==> src/rtl/pwm_pkg.sv <==
package pwm_pkg;

    localparam int CW     = 32;
    localparam int FW     = 8;
    localparam int RSV_W  = CW - 1 - 2 * FW;
    localparam int STEPS  = 1 << FW;

    typedef struct packed {
        logic          en;
        logic [FW-1:0] reload;
        logic [FW-1:0] duty;
    } ctrl_t;

    typedef struct packed {
        logic [FW-1:0] reload;
        logic [FW-1:0] duty;
    } wave_t;

    function automatic ctrl_t word_to_ctrl(input logic [CW-1:0] w);
        ctrl_t c;
        c.en     = w[CW-1];
        c.reload = w[2*FW-1:FW];
        c.duty   = w[FW-1:0];
        return c;
    endfunction

    function automatic logic [CW-1:0] ctrl_to_word(input ctrl_t c);
        return {c.en, {RSV_W{1'b0}}, c.reload, c.duty};
    endfunction

    function automatic logic [FW:0] divisor_of(input logic [FW-1:0] r);
        return (r == '0) ? (FW+1)'(STEPS) : {1'b0, r};
    endfunction

endpackage

==> src/rtl/pwm_prescaler.sv <==
module pwm_prescaler
    import pwm_pkg::*;
#(
    parameter int W = FW
) (
    input  logic         clk,
    input  logic         rst,
    input  logic         run,
    input  logic [W-1:0] reload,
    output logic         tick
);
    localparam int CNT_W = W + 1;

    logic [CNT_W-1:0] cnt;
    logic [CNT_W-1:0] div;

    always_comb begin
        div  = (reload == '0) ? CNT_W'(1 << W) : {1'b0, reload};
        tick = run && (cnt == div - CNT_W'(1));
    end

    always_ff @(posedge clk) begin
        if (rst || !run || tick) cnt <= '0;
        else                     cnt <= cnt + CNT_W'(1);
    end

    assert_cnt_bound_R3: assert property (@(posedge clk) disable iff (rst)
        cnt < div);
    assert_tick_restart_R3: assert property (@(posedge clk) disable iff (rst)
        tick |=> (cnt == '0));

endmodule

==> src/rtl/pwm_phase_ctr.sv <==
module pwm_phase_ctr
    import pwm_pkg::*;
#(
    parameter int W = FW
) (
    input  logic         clk,
    input  logic         rst,
    input  logic         run,
    input  logic         tick,
    output logic [W-1:0] phase,
    output logic         wrap
);
    assign wrap = tick && (phase == '1);

    always_ff @(posedge clk) begin
        if (rst || !run) phase <= '0;
        else if (tick)   phase <= phase + W'(1);
    end

    assert_wrap_to_zero_R4: assert property (@(posedge clk) disable iff (rst)
        wrap |=> (phase == '0));
    assert_idle_zero_R8: assert property (@(posedge clk) disable iff (rst)
        !run |=> (phase == '0));

endmodule

==> src/rtl/pwm_shadow.sv <==
module pwm_shadow
    import pwm_pkg::*;
(
    input  logic  clk,
    input  logic  rst,
    input  logic  load,
    input  wave_t nxt,
    output wave_t act
);
    always_ff @(posedge clk) begin
        if (rst)       act <= '0;
        else if (load) act <= nxt;
    end

endmodule

==> src/rtl/pwm8_prescaled.sv <==
module pwm8_prescaled
    import pwm_pkg::*;
(
    input  logic        clk,
    input  logic        rst,
    input  logic        wr_en,
    input  logic [31:0] wr_data,
    output logic [31:0] rd_data,
    output logic        pwm_out
);
    ctrl_t         ctrl, ctrl_nxt;
    wave_t         wave_nxt, wave_act;
    logic          tick, wrap, load;
    logic [FW-1:0] phase;

    always_comb begin
        ctrl_nxt        = wr_en ? word_to_ctrl(wr_data) : ctrl;
        wave_nxt.reload = ctrl_nxt.reload;
        wave_nxt.duty   = ctrl_nxt.duty;
        load            = !ctrl.en || wrap;
    end

    always_ff @(posedge clk) begin
        if (rst) ctrl <= '0;
        else     ctrl <= ctrl_nxt;
    end

    assign rd_data = ctrl_to_word(ctrl);

    pwm_shadow u_shadow (
        .clk  (clk),
        .rst  (rst),
        .load (load),
        .nxt  (wave_nxt),
        .act  (wave_act)
    );

    pwm_prescaler #(.W(FW)) u_presc (
        .clk    (clk),
        .rst    (rst),
        .run    (ctrl.en),
        .reload (wave_act.reload),
        .tick   (tick)
    );

    pwm_phase_ctr #(.W(FW)) u_phase (
        .clk   (clk),
        .rst   (rst),
        .run   (ctrl.en),
        .tick  (tick),
        .phase (phase),
        .wrap  (wrap)
    );

    assign pwm_out = ctrl.en && (wave_act.duty != '0) && (phase >= wave_act.duty);

    assert_off_low_R8: assert property (@(posedge clk) disable iff (rst)
        !ctrl.en |-> !pwm_out);
    assert_duty_zero_low_R6: assert property (@(posedge clk) disable iff (rst)
        (wave_act.duty == '0) |-> !pwm_out);
    assert_frame_hold_R7: assert property (@(posedge clk) disable iff (rst)
        (ctrl.en && !wrap) |=> $stable(wave_act));
    assert_reserved_zero_R1: assert property (@(posedge clk) disable iff (rst)
        rd_data[30:16] == '0);
    assert_reset_low_R2: assert property (@(posedge clk)
        rst |=> (!pwm_out && rd_data == '0));

endmodule

==> config.mk <==
export PLATFORM = sky130hd
export DESIGN_NAME = pwm8_prescaled
export DESIGN_NICKNAME = d
export VERILOG_FILES = /design/src/rtl/pwm_pkg.sv /design/src/rtl/pwm_prescaler.sv /design/src/rtl/pwm_phase_ctr.sv /design/src/rtl/pwm_shadow.sv /design/src/rtl/pwm8_prescaled.sv
export SDC_FILE = /design/constraint.sdc
export NUM_CORES = 1
export LEC_CHECK = 0
export BUFFER_PORTS_ARGS = -buffer_cell sky130_fd_sc_hd__buf_2
export CAP_MARGIN = 20
export CORE_ASPECT_RATIO = 0.7
export CORE_MARGIN = 4
export CORE_UTILIZATION = 56
export DETAILED_ROUTE_END_ITERATION = 7
export PLACE_DENSITY = 0.83
export SLEW_MARGIN = 25
export SYNTH_ARGS = -nofsm -noshare
export SYNTH_HDL_FRONTEND = slang
export SYNTH_SLANG_ARGS = --single-unit
export TNS_END_PERCENT = 50
==> constraint.sdc <==
create_clock -name clk -period 7.3 [get_ports clk]
set_clock_uncertainty 0.15 [all_clocks]
set_input_delay 1.46 -clock clk [delete_from_list [all_inputs] [get_ports clk]]
set_output_delay 1.46 -clock clk [all_outputs]
set_load 0.01 [all_outputs]
==> metrics.json <==
{
  "dr.pass1.iters": {"value": 5},
  "dpl-instance-area": {"value": 2611, "unit": "µm²"},
  "dominant_combinational_cell_family_by_area_after_synthesis": {"value": "compound AO/OA/AOI/OAI gates"},
  "timing.hold.worst.class": {"value": "flop to flop"},
  "crit_fanout": {"value": 4},
  "grtUsageMet1": {"value": 26.47, "unit": "%"},
  "path_common_cell": {"value": "sky130_fd_sc_hd__a21o_1"},
  "finalWorstPathRequiredPeriod": {"value": 3.759, "unit": "ns"},
  "clock-root-buffer": {"value": "sky130_fd_sc_hd__clkbuf_8"},
  "max-slew-margin-rel": {"value": 52.56, "unit": "%"},
  "final_critical_path_setup_slack": {"value": 3.541, "unit": "ns"},
  "synth_ff_type": {"value": "sky130_fd_sc_hd__dfxtp_1"},
  "tritoncts.num_buffers": {"value": 5},
  "yosys.area.top_type_share": {"value": 40.34, "unit": "%"},
  "drive_above_1_share": {"value": 17.18, "unit": "%"},
  "via_count": {"value": 1991},
  "crit_end": {"value": "pwm_out"},
  "cp_startpoint": {"value": "u_phase.phase[0]"},
  "ioPinCount": {"value": 68},
  "path_clk_slew": {"value": 0.09, "unit": "ns"},
  "grt_antenna_before_repair": {"value": 0},
  "reg2reg_slack": {"value": 3.97, "unit": "ns"},
  "synth_mux_area_share": {"value": 7.262, "unit": "%"},
  "layout.nets": {"value": 338},
  "sequential_standard_cell_area": {"value": 1001, "unit": "µm²"},
  "critical-path-slowest-cell": {"value": "sky130_fd_sc_hd__dfxtp_1"},
  "endpoint_kind": {"value": "output port"},
  "use_met2": {"value": 29.79, "unit": "%"},
  "largest_net_degree_at_the_start_of_global_routing": {"value": 20},
  "power.density": {"value": 205.6, "unit": "nW/µm²"},
  "drc": {"value": 0},
  "async_flop_share": {"value": 0, "unit": "%"},
  "globalRoute.busiestLayer": {"value": "met2"},
  "dr.first_iter.drc_count": {"value": 118},
  "floorplan.die.width": {"value": 87.56, "unit": "µm"},
  "cts_max_level": {"value": 2},
  "cp.required": {"value": 5.69, "unit": "ns"},
  "setup_violations": {"value": 0},
  "critPathKind": {"value": "flop to output port"},
  "r2r.worst_path.cells": {"value": 8},
  "synth_edf_count": {"value": 0},
  "crit_arrival": {"value": 2.15, "unit": "ns"},
  "cts_tree": {"value": "done"},
  "port-buffer-count": {"value": 37},
  "period_share": {"value": 51.50, "unit": "%"},
  "track_usage": {"value": 19.43, "unit": "%"},
  "synth-compound-area-share": {"value": 16.19, "unit": "%"},
  "max_clock_freq": {"value": 266.0, "unit": "MHz"},
  "max_cap_violations": {"value": 0},
  "synth-xor-area-share": {"value": 6.001, "unit": "%"},
  "core_region_area": {"value": 4089, "unit": "µm²"},
  "initial_utilization": {"value": 60.68, "unit": "%"},
  "crit_cells": {"value": 9},
  "cts_num_sinks": {"value": 50},
  "dp_slack": {"value": 3.883, "unit": "ns"},
  "chipHeight": {"value": 63.69, "unit": "µm"},
  "mostFrequentLayoutCells": {"value": "sky130_fd_sc_hd__dfxtp_1 (50), sky130_fd_sc_hd__buf_2 (37), sky130_fd_sc_hd__nor2_1 (29)"},
  "drv_slew": {"value": 0},
  "status": {"value": "completed"},
  "postCtsResizedCells": {"value": 0},
  "synthDistinctLibCells": {"value": 48},
  "post_cts_buffers": {"value": 0},
  "clkLatencyLatePin": {"value": 0.30, "unit": "ns"},
  "multi_input_comb_area": {"value": 1304, "unit": "µm²"},
  "critical_path.cell_chain": {"value": "inv_1 -> ha_1 -> nand2b_1 -> a21o_1 -> a21o_1 -> a211oi_1 -> o21ai_0 -> o311a_1 -> buf_2"},
  "area_growth_syn_to_layout": {"value": 9.582, "unit": "%"},
  "totalNegativeSetupSlack": {"value": 0, "unit": "ns"},
  "floorplan.die_area": {"value": 5576, "unit": "µm²"},
  "number_of_global_route_vias_before_repair": {"value": 1859},
  "vdd_ir_drop_max": {"value": 0.1382, "unit": "mV"},
  "ys_top_cells_by_area": {"value": "sky130_fd_sc_hd__dfxtp_1 (40%), sky130_fd_sc_hd__mux2i_1 (7.3%), sky130_fd_sc_hd__ha_1 (6.1%), sky130_fd_sc_hd__a22o_1 (5.6%), sky130_fd_sc_hd__buf_4 (4.8%)"},
  "rr_startpoint": {"value": "u_shadow.act[8]"},
  "cts-root-to-sink-buffers": {"value": 2},
  "reg_to_reg_critical_path_endpoint": {"value": "u_shadow.act[7]"},
  "worst_slew_pin_slew": {"value": 0.7115, "unit": "ns"},
  "post_drt_via_cell_ratio": {"value": 5.805},
  "grt_util_met3": {"value": 5.339, "unit": "%"},
  "global_route.overflow_total": {"value": 0},
  "cpPeakStageDelay": {"value": 0.38, "unit": "ns"},
  "holdBufCountCts": {"value": 0},
  "post_synthesis_simple_gate_area_fraction": {"value": 14.78, "unit": "%"},
  "syn_inst": {"value": 260},
  "fillerInstances": {"value": 339},
  "worst_path_dominant_cell_family": {"value": "compound AO/OA/AOI/OAI gates"},
  "dp.final_hpwl": {"value": 3.826, "unit": "mm"},
  "count_of_yosys_warnings_during_synthesis": {"value": 0},
  "worstSetupStartpointType": {"value": "flop"},
  "antenna_cells": {"value": 0},
  "post_synth_instance_area": {"value": 2481, "unit": "µm²"},
  "timing.critical_path.buf_inv": {"value": 2},
  "final_antenna_net_count": {"value": 0},
  "syn-mean-instance-area": {"value": 9.543, "unit": "µm²"},
  "gpl.final_weighted_congestion": {"value": 0.8995},
  "finalHoldViolCount": {"value": 0},
  "grt_first_pass_wirelength": {"value": 8.549, "unit": "mm"},
  "layout_commonest_cell": {"value": "sky130_fd_sc_hd__dfxtp_1"},
  "sequential_fraction_of_the_synthesis_area": {"value": 40.34, "unit": "%"},
  "design_area": {"value": 2719, "unit": "µm²"},
  "row_count": {"value": 19},
  "synth_fa_ha_area_share": {"value": 6.051, "unit": "%"},
  "mean_routed_wirelength_per_cell": {"value": 15.26, "unit": "µm"},
  "synth_top_area_cell": {"value": "sky130_fd_sc_hd__dfxtp_1"},
  "rsz0062_at_grt": {"value": "false"},
  "route.final.wire_length": {"value": 5.233, "unit": "mm"},
  "power.leakage": {"value": 1.185, "unit": "nW"},
  "synth.ff_latch_count": {"value": 50}
}
[how the worst min path moves through the flow]
stage,start,to,slack (ns),cells after the start
after floorplan,u_phase.phase[4],u_phase.phase[4],0.31,2
after global placement,u_phase.phase[4],u_phase.phase[4],0.33,2
after detailed placement,u_phase.phase[4],u_phase.phase[4],0.34,2
after CTS,u_phase.phase[4],u_phase.phase[4],0.35,2
after global routing,u_phase.phase[7],u_phase.phase[7],0.40,2
final,u_phase.phase[4],u_phase.phase[4],0.35,2
[metal layers]
layer	wire length [µm]	up-vias
met3	498	12
li1	-	964
met5	0	-
met1	2445	922
met2	2227	93
met4	61	0
[worst min-delay path: stages, from the launching register on]
cell                      delay [ns]
sky130_fd_sc_hd__dfxtp_1        0.34
sky130_fd_sc_hd__o31ai_1        0.07
sky130_fd_sc_hd__a21oi_1        0.05
[cells in the mapped netlist, types with 2 or more instances]
| cell type | instances |
|---|---|
| sky130_fd_sc_hd__xnor2_1 | 7 |
| sky130_fd_sc_hd__or4_1 | 4 |
| sky130_fd_sc_hd__dfxtp_1 | 50 |
| sky130_fd_sc_hd__nand2b_1 | 2 |
| sky130_fd_sc_hd__buf_2 | 3 |
| sky130_fd_sc_hd__o21ai_0 | 6 |
| sky130_fd_sc_hd__nor4_1 | 2 |
| sky130_fd_sc_hd__a22o_1 | 16 |
| sky130_fd_sc_hd__nand2_1 | 5 |
| sky130_fd_sc_hd__clkbuf_1 | 6 |
| sky130_fd_sc_hd__inv_1 | 15 |
| sky130_fd_sc_hd__a21o_1 | 2 |
| sky130_fd_sc_hd__and3_1 | 4 |
| sky130_fd_sc_hd__xor2_1 | 10 |
| sky130_fd_sc_hd__a21oi_1 | 7 |
| sky130_fd_sc_hd__nor3_1 | 2 |
| sky130_fd_sc_hd__nor2_1 | 29 |
| sky130_fd_sc_hd__nand3_1 | 5 |
| sky130_fd_sc_hd__o31ai_1 | 5 |
| sky130_fd_sc_hd__a31o_2 | 2 |
| sky130_fd_sc_hd__a211oi_1 | 2 |
| sky130_fd_sc_hd__ha_1 | 12 |
| sky130_fd_sc_hd__nand4_1 | 5 |
| sky130_fd_sc_hd__buf_4 | 16 |
| sky130_fd_sc_hd__or3_1 | 3 |
| sky130_fd_sc_hd__mux2i_1 | 18 |
[logic make-up after synthesis]
family,Yosys count
AND/OR/NAND/NOR,69
AO/OA/AOI/OAI,51
flip-flops,50
buffers and inverters,42
multiplexers,18
XOR/XNOR,17
adder cells (fa/ha/maj),12
other,1
[per-stage QoR]
step | util [%] | instances | power [mW] | hold WS, ns
floorplan | - | 274 | 0.3578 | 0.3149
global placement | 63.86 | 336 | 0.3703 | 0.3338
detailed placement | 63.86 | 336 | 0.3736 | 0.3360
CTS | 66.49 | 343 | 0.5629 | 0.3499
global route | 66.49 | 343 | 0.5847 | 0.4022
finish | 66.49 | 343 | 0.5590 | 0.3490
[flip-flops by register name (all words and copies together) (netlist names)]
signal / flops
u_shadow.act: 16
u_presc.cnt: 9
u_phase.phase: 8
rd_data: 17
[report_power, final]
part / leakage [nW] / internal [mW] / switching, mW
clock network: 0.0542 / 0.101 / 0.0898
logic: 0.722 / 0.0322 / 0.0400
registers: 0.409 / 0.284 / 0.0118
[area by class of cell]
cell class	instances	area share (%)
Clock buffer	5	2.531
Sequential cell	50	36.82
Tap cell	52	2.393
Inverter	15	2.071
Clock inverter	2	1.427
Multi-Input combinational cell	182	47.95
Timing Repair Buffer	37	6.811
(Power assumes the default switching activity.)
